`src/rtl/irq_router_pkg.sv`:
```
package irq_router_pkg;

    localparam int CODE_W  = 4;
    localparam int ENTRY_W = CODE_W + 1;

    // IRQ numbers that actually reach an output (7, 9, 10, 11)
    localparam logic [15:0] DELIVER_MASK = 16'h0E80;

    typedef enum logic [1:0] {
        CAP_QUIET   = 2'd0,
        CAP_LATCHED = 2'd1,
        CAP_SPENT   = 2'd2
    } cap_state_t;

    function automatic logic code_legal(input logic [CODE_W-1:0] c);
        return (c == 4'd0) || (c == 4'd7) || (c == 4'd9) ||
               (c == 4'd10) || (c == 4'd11) || (c == 4'd13);
    endfunction

endpackage

```
`src/rtl/irq_req_sync.sv`:
```
module irq_req_sync #(
    parameter int WIDTH  = 4,
    parameter int STAGES = 2
) (
    input  logic             clk,
    input  logic             rst_n,
    input  logic [WIDTH-1:0] req_n,
    output logic [WIDTH-1:0] active
);
    logic [WIDTH-1:0] chain_q [STAGES];

    always_ff @(posedge clk or negedge rst_n) begin
        if (!rst_n) begin
            for (int s = 0; s < STAGES; s++) chain_q[s] <= '1;
        end else begin
            chain_q[0] <= req_n;
            for (int s = 1; s < STAGES; s++) chain_q[s] <= chain_q[s-1];
        end
    end

    assign active = ~chain_q[STAGES-1];
endmodule

```
`src/rtl/irq_route_table.sv`:
```
module irq_route_table
    import irq_router_pkg::*;
#(
    parameter int NUM_IN = 4,
    parameter int ADDR_W = 3,
    parameter int DATA_W = 8,
    parameter logic [NUM_IN*CODE_W-1:0] DEFAULT_ROUTE = 16'h7BA9
) (
    input  logic                       clk,
    input  logic                       rst_n,
    input  logic                       wr,
    input  logic [ADDR_W-1:0]          addr,
    input  logic [DATA_W-1:0]          wdata,
    output logic [NUM_IN*CODE_W-1:0]   codes,
    output logic [NUM_IN-1:0]          edge_mode
);
    logic write_ok;
    assign write_ok = (wdata[DATA_W-1:ENTRY_W] == '0) && code_legal(wdata[CODE_W-1:0]);

    always_ff @(posedge clk or negedge rst_n) begin
        if (!rst_n) begin
            codes     <= DEFAULT_ROUTE;
            edge_mode <= '0;
        end else if (wr && write_ok) begin
            for (int i = 0; i < NUM_IN; i++) begin
                if (addr == ADDR_W'(i)) begin
                    codes[i*CODE_W +: CODE_W] <= wdata[CODE_W-1:0];
                    edge_mode[i]              <= wdata[CODE_W];
                end
            end
        end
    end
endmodule

```
`src/rtl/irq_edge_capture.sv`:
```
module irq_edge_capture
    import irq_router_pkg::*;
(
    input  logic clk,
    input  logic rst_n,
    input  logic active,
    input  logic edge_en,
    input  logic clr,
    output logic pend
);
    cap_state_t state_q, state_d;

    always_ff @(posedge clk or negedge rst_n) begin
        if (!rst_n) state_q <= CAP_QUIET;
        else        state_q <= state_d;
    end

    always_comb begin
        state_d = state_q;
        if (!edge_en) begin
            state_d = active ? CAP_SPENT : CAP_QUIET;
        end else begin
            unique case (state_q)
                CAP_QUIET:   if (active) state_d = CAP_LATCHED;
                CAP_LATCHED: if (clr)    state_d = active ? CAP_SPENT : CAP_QUIET;
                CAP_SPENT:   if (!active) state_d = CAP_QUIET;
                default:     state_d = CAP_QUIET;
            endcase
        end
    end

    assign pend = (state_q == CAP_LATCHED);
endmodule

```
`src/rtl/irq_steer_router.sv`:
```
module irq_steer_router
    import irq_router_pkg::*;
#(
    parameter int NUM_IN      = 4,
    parameter int NUM_IRQ     = 16,
    parameter int ADDR_W      = 3,
    parameter int DATA_W      = 8,
    parameter int SYNC_STAGES = 2,
    parameter logic [NUM_IN*CODE_W-1:0] DEFAULT_ROUTE = 16'h7BA9
) (
    input  logic               clk,
    input  logic               rst_n,
    input  logic [NUM_IN-1:0]  req_n_i,
    input  logic               reg_wr_i,
    input  logic [ADDR_W-1:0]  reg_addr_i,
    input  logic [DATA_W-1:0]  reg_wdata_i,
    output logic [DATA_W-1:0]  reg_rdata_o,
    output logic [NUM_IRQ-1:0] irq_o
);
    localparam logic [ADDR_W-1:0] PEND_ADDR = ADDR_W'(NUM_IN);

    logic [NUM_IN-1:0]        act_w;
    logic [NUM_IN-1:0]        pend_w;
    logic [NUM_IN-1:0]        edge_w;
    logic [NUM_IN-1:0]        req_w;
    logic [NUM_IN*CODE_W-1:0] table_w;
    logic                     clr_wr;

    irq_req_sync #(.WIDTH(NUM_IN), .STAGES(SYNC_STAGES)) u_sync (
        .clk(clk), .rst_n(rst_n), .req_n(req_n_i), .active(act_w)
    );

    irq_route_table #(
        .NUM_IN(NUM_IN), .ADDR_W(ADDR_W), .DATA_W(DATA_W), .DEFAULT_ROUTE(DEFAULT_ROUTE)
    ) u_table (
        .clk(clk), .rst_n(rst_n), .wr(reg_wr_i), .addr(reg_addr_i),
        .wdata(reg_wdata_i), .codes(table_w), .edge_mode(edge_w)
    );

    assign clr_wr = reg_wr_i && (reg_addr_i == PEND_ADDR);

    for (genvar i = 0; i < NUM_IN; i++) begin : g_cap
        irq_edge_capture u_cap (
            .clk(clk), .rst_n(rst_n), .active(act_w[i]), .edge_en(edge_w[i]),
            .clr(clr_wr && reg_wdata_i[i]), .pend(pend_w[i])
        );
        assign req_w[i] = edge_w[i] ? pend_w[i] : act_w[i];
    end

    for (genvar k = 0; k < NUM_IRQ; k++) begin : g_irq
        if (k < 16 && DELIVER_MASK[k % 16]) begin : g_live
            always_comb begin
                irq_o[k] = 1'b0;
                for (int i = 0; i < NUM_IN; i++)
                    if (table_w[i*CODE_W +: CODE_W] == CODE_W'(k) && req_w[i]) irq_o[k] = 1'b1;
            end
        end else begin : g_dead
            assign irq_o[k] = 1'b0;
        end
    end

    always_comb begin
        reg_rdata_o = '0;
        if (reg_addr_i == PEND_ADDR) begin
            reg_rdata_o[NUM_IN-1:0] = pend_w;
        end else begin
            for (int i = 0; i < NUM_IN; i++) begin
                if (reg_addr_i == ADDR_W'(i)) begin
                    reg_rdata_o[CODE_W-1:0] = table_w[i*CODE_W +: CODE_W];
                    reg_rdata_o[CODE_W]     = edge_w[i];
                end
            end
        end
    end
endmodule

```
`config.mk`:
```
export PLATFORM = sky130hd
export DESIGN_NAME = irq_steer_router
export DESIGN_NICKNAME = d
export VERILOG_FILES = /design/src/rtl/irq_router_pkg.sv /design/src/rtl/irq_req_sync.sv /design/src/rtl/irq_route_table.sv /design/src/rtl/irq_edge_capture.sv /design/src/rtl/irq_steer_router.sv
export SDC_FILE = /design/constraint.sdc
export NUM_CORES = 1
export LEC_CHECK = 0
export ABC_AREA = 1
export BUFFER_PORTS_ARGS = -buffer_cell sky130_fd_sc_hd__buf_2
export CAP_MARGIN = 20
export CORE_ASPECT_RATIO = 1.4
export CORE_UTILIZATION = 51
export DETAILED_ROUTE_END_ITERATION = 7
export GPL_TIMING_DRIVEN = 0
export PLACE_DENSITY = 0.77
export SYNTH_ARGS = -nofsm -noshare
export SYNTH_HDL_FRONTEND = slang
export SYNTH_SLANG_ARGS = --single-unit
```
`constraint.sdc`:
```
create_clock -name clk -period 1.1 [get_ports clk]
set_clock_uncertainty 0.1 [all_clocks]
set_input_delay 0.11 -clock clk [delete_from_list [all_inputs] [get_ports clk]]
set_output_delay 0.11 -clock clk [all_outputs]
set_load 0.02 [all_outputs]
```
==> impl_metrics.csv, run 1 <==
group,metric,value,unit
global_routing,grt_pass1_wl,10.34,mm
logic_synthesis,synthFlopType,"dfstp_2",
place,place.gp.congestion,0.9256,
sta,worst_slack,-0.5252,ns
worst_hold_path,hold_class,"in -> async",
clock_tree,cts_tree,"yes",
cells_and_area,drive_gt1_share,47.39,%
critical_path,rr_worst_depth,4,
power,p_per_area,999.4,nW/um^2
logic_synthesis,synth_top_area_share,19.56,%
logic_synthesis,synthCells,323,
detailed_routing,drt_pass1_iterations,5,
critical_path,critPathKind,"reg -> out",
detailed_routing,drcViolationCount,0,
logic_synthesis,synth-edff-count,0,
sta,period_share,147.7,%
place,dpl_cell_area,2683,sq um
detailed_routing,drtIter0Drc,133,
sta,min_period,1.625,ns
logic_synthesis,synth_area_leaders,"dfstp_2 20%, dfrtp_1 19%, nand2_1 17%, nand4_1 8.3%, buf_4 5.0%",
global_routing,grt_max_degree,37,
sta,finalHoldViolations,18,
critical_path,path_cells,"nand2_2, nor3_2, nand2_1, nand4_1, buf_4",
detailed_routing,via_per_inst,5.376,
floorplanning,core_region_area,4536,sq um
clock_tree,clockBufferDepth,2,
cells_and_area,layoutNonFillerInstCount,465,
floorplanning,dieWidth,60.20,microns
critical_path,crit_buf_inv,1,
floorplanning,die_y,83.48,microns
clock_tree,h-tree-depth,2,
power,leakagePower,1.544,nW
detailed_routing,ant_nets,0,
detailed_routing,m1WireLength,2.612,mm
sta,maxSlewHeadroom,46.83,%
critical_path,max_stage_delay,0.54,ns
critical_path,crit_family,"flip-flops",
clock_tree,cts_num_sinks,36,
clock_tree,hold_buffers,9,
global_routing,grt_overflow,0,
critical_path,cp.arrival,1.42,ns
detailed_routing,via_count,2500,
sta,setup_viol,12,
global_routing,antenna_found_initial,0,
critical_path,end_kind,"output pin",
clock_tree,ctsRootBufferMaster,"clkbuf_8",
logic_synthesis,synth.distinct_cells,30,
sta,worst_hold_slack,-0.2150,ns
sta,tightest_slew,0.7975,ns
detailed_routing,wl_met2,3.501,mm
logic_synthesis,seq_area_frac_synth,38.18,%
global_routing,grt_usage,27.67,%
power,p_total,3.321,mW
place,hpwl,4.349,mm
logic_synthesis,synth_warnings,0,
sta,fmax,615.3,MHz
cells_and_area,syn2layout_area_growth,37.40,%
place,dp_cells,421,
floorplanning,io_pins,42,
floorplanning,fp-row-count,29,
critical_path,start_kind,"register",
critical_path,r2r-start,"u_sync.chain_q[2]",
logic_synthesis,synth_top_area_cell,"dfstp_2",
detailed_routing,wl_met3,479,microns
logic_synthesis,synthArstFlopShare,100.0,%
power,irDropWorstVdd,895.0,uV
clock_tree,insertion_delay,0.30,ns
cells_and_area,finish.instance_area,3323,sq um
critical_path,reg2reg_to,"g_cap[2].u_cap.state_q[0]",
critical_path,cpMaxStageDelayCell,"dfstp_2",
critical_path,path_max_fanout,3,
clock_tree,clk_pin_slew,0.08,ns
detailed_routing,avgRoutedWirePerCell,15.07,microns
detailed_routing,routed_wl,7.007,mm
logic_synthesis,avgSynthCellArea,7.488,sq um
critical_path,worstPathRequired,0.89,ns
logic_synthesis,synth_seq_cells,36,
detailed_routing,top_layer,"met4",
status,status,"finished, violations left",
global_routing,grt_pass1_vias,2306,
sta,slew_viol_final,0,
place,numPortBuffers,22,
job,maxCapViolCount,0,
cells_and_area,final_nets,420,
critical_path,ff2ff_setup_slack,-0.10,ns
floorplanning,dieArea,5026,sq um
status,violations,"hold timing, setup timing",
logic_synthesis,netlist_area,2419,sq um
floorplanning,start_util,53.32,%
sta,rsz0062_at_grt,"true",
clock_tree,cts_made_buffers,5,
cells_and_area,num_antenna_cells,0,
==> registers in the layout (all words and copies together), names as in the netlist <==
register,flops
u_sync.chain_q,8
u_table.codes,16
g_cap.u_cap.state_q,8
u_table.edge_mode,4
==> logic make-up (layout without fill, tap and decap cells) <==
family                    after synthesis  in the layout  share of synthesized area (%)
AOI/OAI and AO/OA                      16             16                          3.984
DFF                                    36             36                          38.18
other                                   1             15                         0.1551
and+or+nand+nor                       205            205                          43.25
xor gates and xnor gates                1              1                         0.3622
buffers and inverters                  64            130                          14.07
==> metrics by stage <==
| stage | setup slack (ns) | util, % | setup TNS (ns) |
|---|---|---|---|
| after global placement | -0.3782 | 59.14 | -5.247 |
| after global routing | -0.5830 | 73.27 | -5.106 |
| after CTS | -0.4892 | 68.06 | -4.233 |
| after detailed placement | -0.3790 | 59.14 | -6.235 |
| after floorplan | -0.1047 | - | -0.3796 |
| final | -0.5252 | 73.27 | -4.425 |
==> cells in the final DEF (no fill, tap or decap), drive strengths merged, types with 3 or more instances in the layout <==
cell type    Yosys  routed
a21oi            6       6
buf             23      71
clkbuf           0       8
conb             1      15
dfrtp           18      18
dfstp           18      18
dlygate4sd3      0       9
inv             41      41
nand2          110     110
nand3           17      17
nand4           36      36
nor2            28      28
nor3            14      14
o21ai            5       5
o31ai            3       3
==> area by class of cell <==
type	instances	area [sq um]
plain buffers	23	186.4
clock buffers	7	76.32
clock inverters	1	5.005
fillers	318	1212
inverters	41	161.4
multi-input cells	237	1430
flip-flops and latches	36	927.1
well taps	62	77.57
repair buffers	58	459.2
==> repair_timing <==
| item | in CTS | in global routing |
|---|---|---|
| pin swaps | 25 | 13 |
| endpoints found under the hold margin | 29 | 18 |
| endpoints found under the setup margin | 13 | 20 |
| gates resized for setup | 45 | 41 |
| buffers inserted | 15 | 12 |
==> power by group <==
| part | switching (mW) | internal, mW | total, mW |
|---|---|---|---|
| sequential | 0.0957 | 1.45 | 1.54 |
| combinational | 0.502 | 0.335 | 0.836 |
| clock | 0.497 | 0.445 | 0.941 |
==> routing by layer <==
layer / up-vias / GRT usage [%]
li1: 1184 / -
met1: 1146 / 33.57
met2: 132 / 43.96
met3: 38 / 4.496
met4: 0 / 17.34
met5: - / 0
==> how the worst max path moves through the flow <==
stage	from	end	slack [ns]	depth (start not counted)
floorplan	u_table.codes[5]	irq_o[10]	-0.10	4
global placement	reg_addr_i[2]	reg_rdata_o[4]	-0.38	9
detailed placement	reg_addr_i[2]	reg_rdata_o[4]	-0.38	9
CTS	u_table.codes[5]	irq_o[7]	-0.49	5
global route	u_sync.chain_q[0]	irq_o[7]	-0.58	6
finish	u_table.codes[3]	irq_o[9]	-0.53	5
==> cells in the mapped netlist (2+ instances only) <==
cell type	instances
nor2_4	2
nor2_1	22
buf_2	3
a21oi_1	6
o31ai_1	3
inv_1	28
nor3_1	14
dfrtp_1	18
dfstp_2	18
nand3_1	15
inv_2	12
nand4_1	32
nand4_4	4
o21ai_1	4
buf_4	16
nand2_4	2
nor2_2	2
nor2_8	2
nand2_1	107
buf_6	3
Power figures use the tool's default switching activity.
==> run 2, diff against run 1 <==
--- a/config.mk
+++ b/config.mk
@@ -9,6 +9,7 @@
 export BUFFER_PORTS_ARGS = -buffer_cell sky130_fd_sc_hd__buf_2
 export CAP_MARGIN = 20
 export CORE_ASPECT_RATIO = 1.4
+export CORE_MARGIN = 2
 export CORE_UTILIZATION = 51
 export DETAILED_ROUTE_END_ITERATION = 7
 export GPL_TIMING_DRIVEN = 0
==> impl_metrics.csv, run 2 (same netlist as run 1, synthesis figures left out) <==
group,metric,value,unit
cells_and_area,final_nets,424,
cells_and_area,syn2layout_area_growth,38.39,%
power,p_per_area,1057,nW/um^2
power,leakagePower,1.564,nW
critical_path,worstPathRequired,0.89,ns
detailed_routing,avgRoutedWirePerCell,14.68,microns
job,maxCapViolCount,0,
clock_tree,cts_num_sinks,36,
detailed_routing,m1WireLength,2.585,mm
floorplanning,fp-row-count,29,
sta,worst_slack,-0.5356,ns
cells_and_area,drive_gt1_share,46.44,%
floorplanning,die_y,85.48,microns
power,irDropWorstVdd,851.8,uV
global_routing,grt_usage,25.22,%
floorplanning,dieArea,5317,sq um
cells_and_area,multiInputGateArea,1401,sq um
sta,min_period,1.636,ns
detailed_routing,drcViolationCount,0,
status,violations,"hold timing, setup timing",
cells_and_area,num_antenna_cells,0,
status,status,"finished, violations left",
cells_and_area,n_fill_cell,337,
critical_path,start_kind,"register",
critical_path,end_kind,"output pin",
sta,setup_viol,14,
sta,worst_hold_slack,-0.2129,ns
detailed_routing,via_per_inst,5.247,
detailed_routing,via_count,2461,
cells_and_area,regArea,927.1,sq um
floorplanning,io_pins,42,
floorplanning,core_region_area,4536,sq um
clock_tree,cts_made_buffers,5,
floorplanning,dieWidth,62.20,microns
clock_tree,h-tree-depth,2,
sta,fmax,611.4,MHz
global_routing,grt_overflow,0,
sta,rsz0062_at_grt,"true",
sta,tightest_slew,0.7809,ns
clock_tree,ctsRootBufferMaster,"clkbuf_8",
sta,finalHoldViolations,18,
cells_and_area,final_util,73.79,%
detailed_routing,drt_pass1_iterations,4,
global_routing,grt_pass1_wl,10.52,mm
cells_and_area,largest_registers,"u_table.codes x16, g_cap.u_cap.state_q x8, u_sync.chain_q x8",
critical_path,r2r-start,"u_sync.chain_q[2]",
detailed_routing,top_layer,"met4",
critical_path,rr_worst_depth,5,
worst_hold_path,hold_class,"in -> async",
sta,maxSlewHeadroom,47.94,%
place,place.gp.congestion,0.9166,
detailed_routing,wl_met3,462,microns
cells_and_area,largest_register_ffs,16,
critical_path,path_max_fanout,4,
clock_tree,clockBufferDepth,2,
clock_tree,insertion_delay,0.30,ns
detailed_routing,wl_met2,3.528,mm
critical_path,ff2ff_setup_slack,-0.11,ns
detailed_routing,drtIter0Drc,170,
critical_path,cp.arrival,1.43,ns
global_routing,antenna_found_initial,0,
sta,period_share,148.7,%
clock_tree,cts_tree,"yes",
cells_and_area,layoutNonFillerInstCount,469,
global_routing,grt_max_degree,37,
critical_path,startpoint,"u_table.codes[9]",
place,dp_cells,421,
cells_and_area,final_cell_mix,"92 x nand2_1, 46 x buf_4, 32 x nand4_1",
clock_tree,hold_buffers,9,
critical_path,critPathKind,"reg -> out",
critical_path,reg2reg_to,"g_cap[2].u_cap.state_q[1]",
place,numPortBuffers,22,
global_routing,grt_pass1_vias,2325,
floorplanning,start_util,53.32,%
sta,slew_viol_final,0,
detailed_routing,ant_nets,0,
place,hpwl,4.331,mm
critical_path,critPathCapture,"irq_o[10]",
detailed_routing,routed_wl,6.883,mm
clock_tree,clk_pin_slew,0.08,ns
cells_and_area,top_register,"u_table.codes",
cells_and_area,final_common_cell,"nand2_1",
[run 2: worst min path at each step]
| stage | endpoint | slack, ns | cells after the start |
|---|---|---|---|
| 6_report | g_cap[0].u_cap.state_q[0] | -0.21 | 1 |
| 5_1_grt | g_cap[0].u_cap.state_q[0] | -0.14 | 1 |
| 4_1_cts | g_cap[0].u_cap.state_q[0] | -0.18 | 1 |
| 3_5_place_dp | g_cap[0].u_cap.state_q[1] | 0.12 | 1 |
| 3_3_place_gp | g_cap[0].u_cap.state_q[1] | 0.12 | 1 |
| 2_1_floorplan | g_cap[0].u_cap.state_q[0] | -0.29 | 0 |
[run 2: per-stage QoR]
| step | power (mW) | setup slack [ns] | area (sq um) | setup TNS, ns | hold slack [ns] |
|---|---|---|---|---|---|
| after floorplan | 1.966 | -0.1047 | 2495 | -0.3796 | -0.2856 |
| after global placement | 2.105 | -0.3104 | 2683 | -5.119 | 0.1151 |
| after detailed placement | 2.125 | -0.3072 | 2683 | -5.916 | 0.1166 |
| after CTS | 3.410 | -0.4872 | 3157 | -4.135 | -0.1846 |
| after global routing | 3.667 | -0.5793 | 3347 | -5.239 | -0.1447 |
| final | 3.538 | -0.5356 | 3347 | -4.489 | -0.2129 |
[run 2: layout make-up]
cell class / instances / share of cell area (%)
multi-input combinational: 237 / 41.87
clock inverter: 2 / 1.047
buffer: 23 / 5.495
clock buffer: 6 / 2.168
inverter: 41 / 4.673
timing repair buffer: 62 / 14.73
tap: 62 / 2.318
sequential: 36 / 27.70
[run 2: what timing repair did]
item | 4_1_cts | 5_1_grt
pin swaps | 24 | 22
gates resized for setup | 48 | 28
setup endpoints to repair | 14 | 15
endpoints found under the hold margin | 29 | 18
buffers inserted | 20 | 11
[run 2: power by group]
part / internal [mW] / total [mW] / switching, mW
clock: 0.673 / 1.16 / 0.488
combinational: 0.342 / 0.837 / 0.495
sequential: 1.45 / 1.54 / 0.0920
[run 2: per-layer routing]
metal | vias up | GRT usage (%)
met4 | 0 | 12.93
met2 | 121 | 45.06
met5 | - | 0
met3 | 21 | 3.979
li1 | 1188 | -
met1 | 1131 | 29.18
[run 2: critical path: stages, from the launching register on]
cell,delay (ns)
dfstp_2,0.58
inv_2,0.05
nor3_2,0.17
nand2_1,0.09
nand4_1,0.12
buf_6,0.12
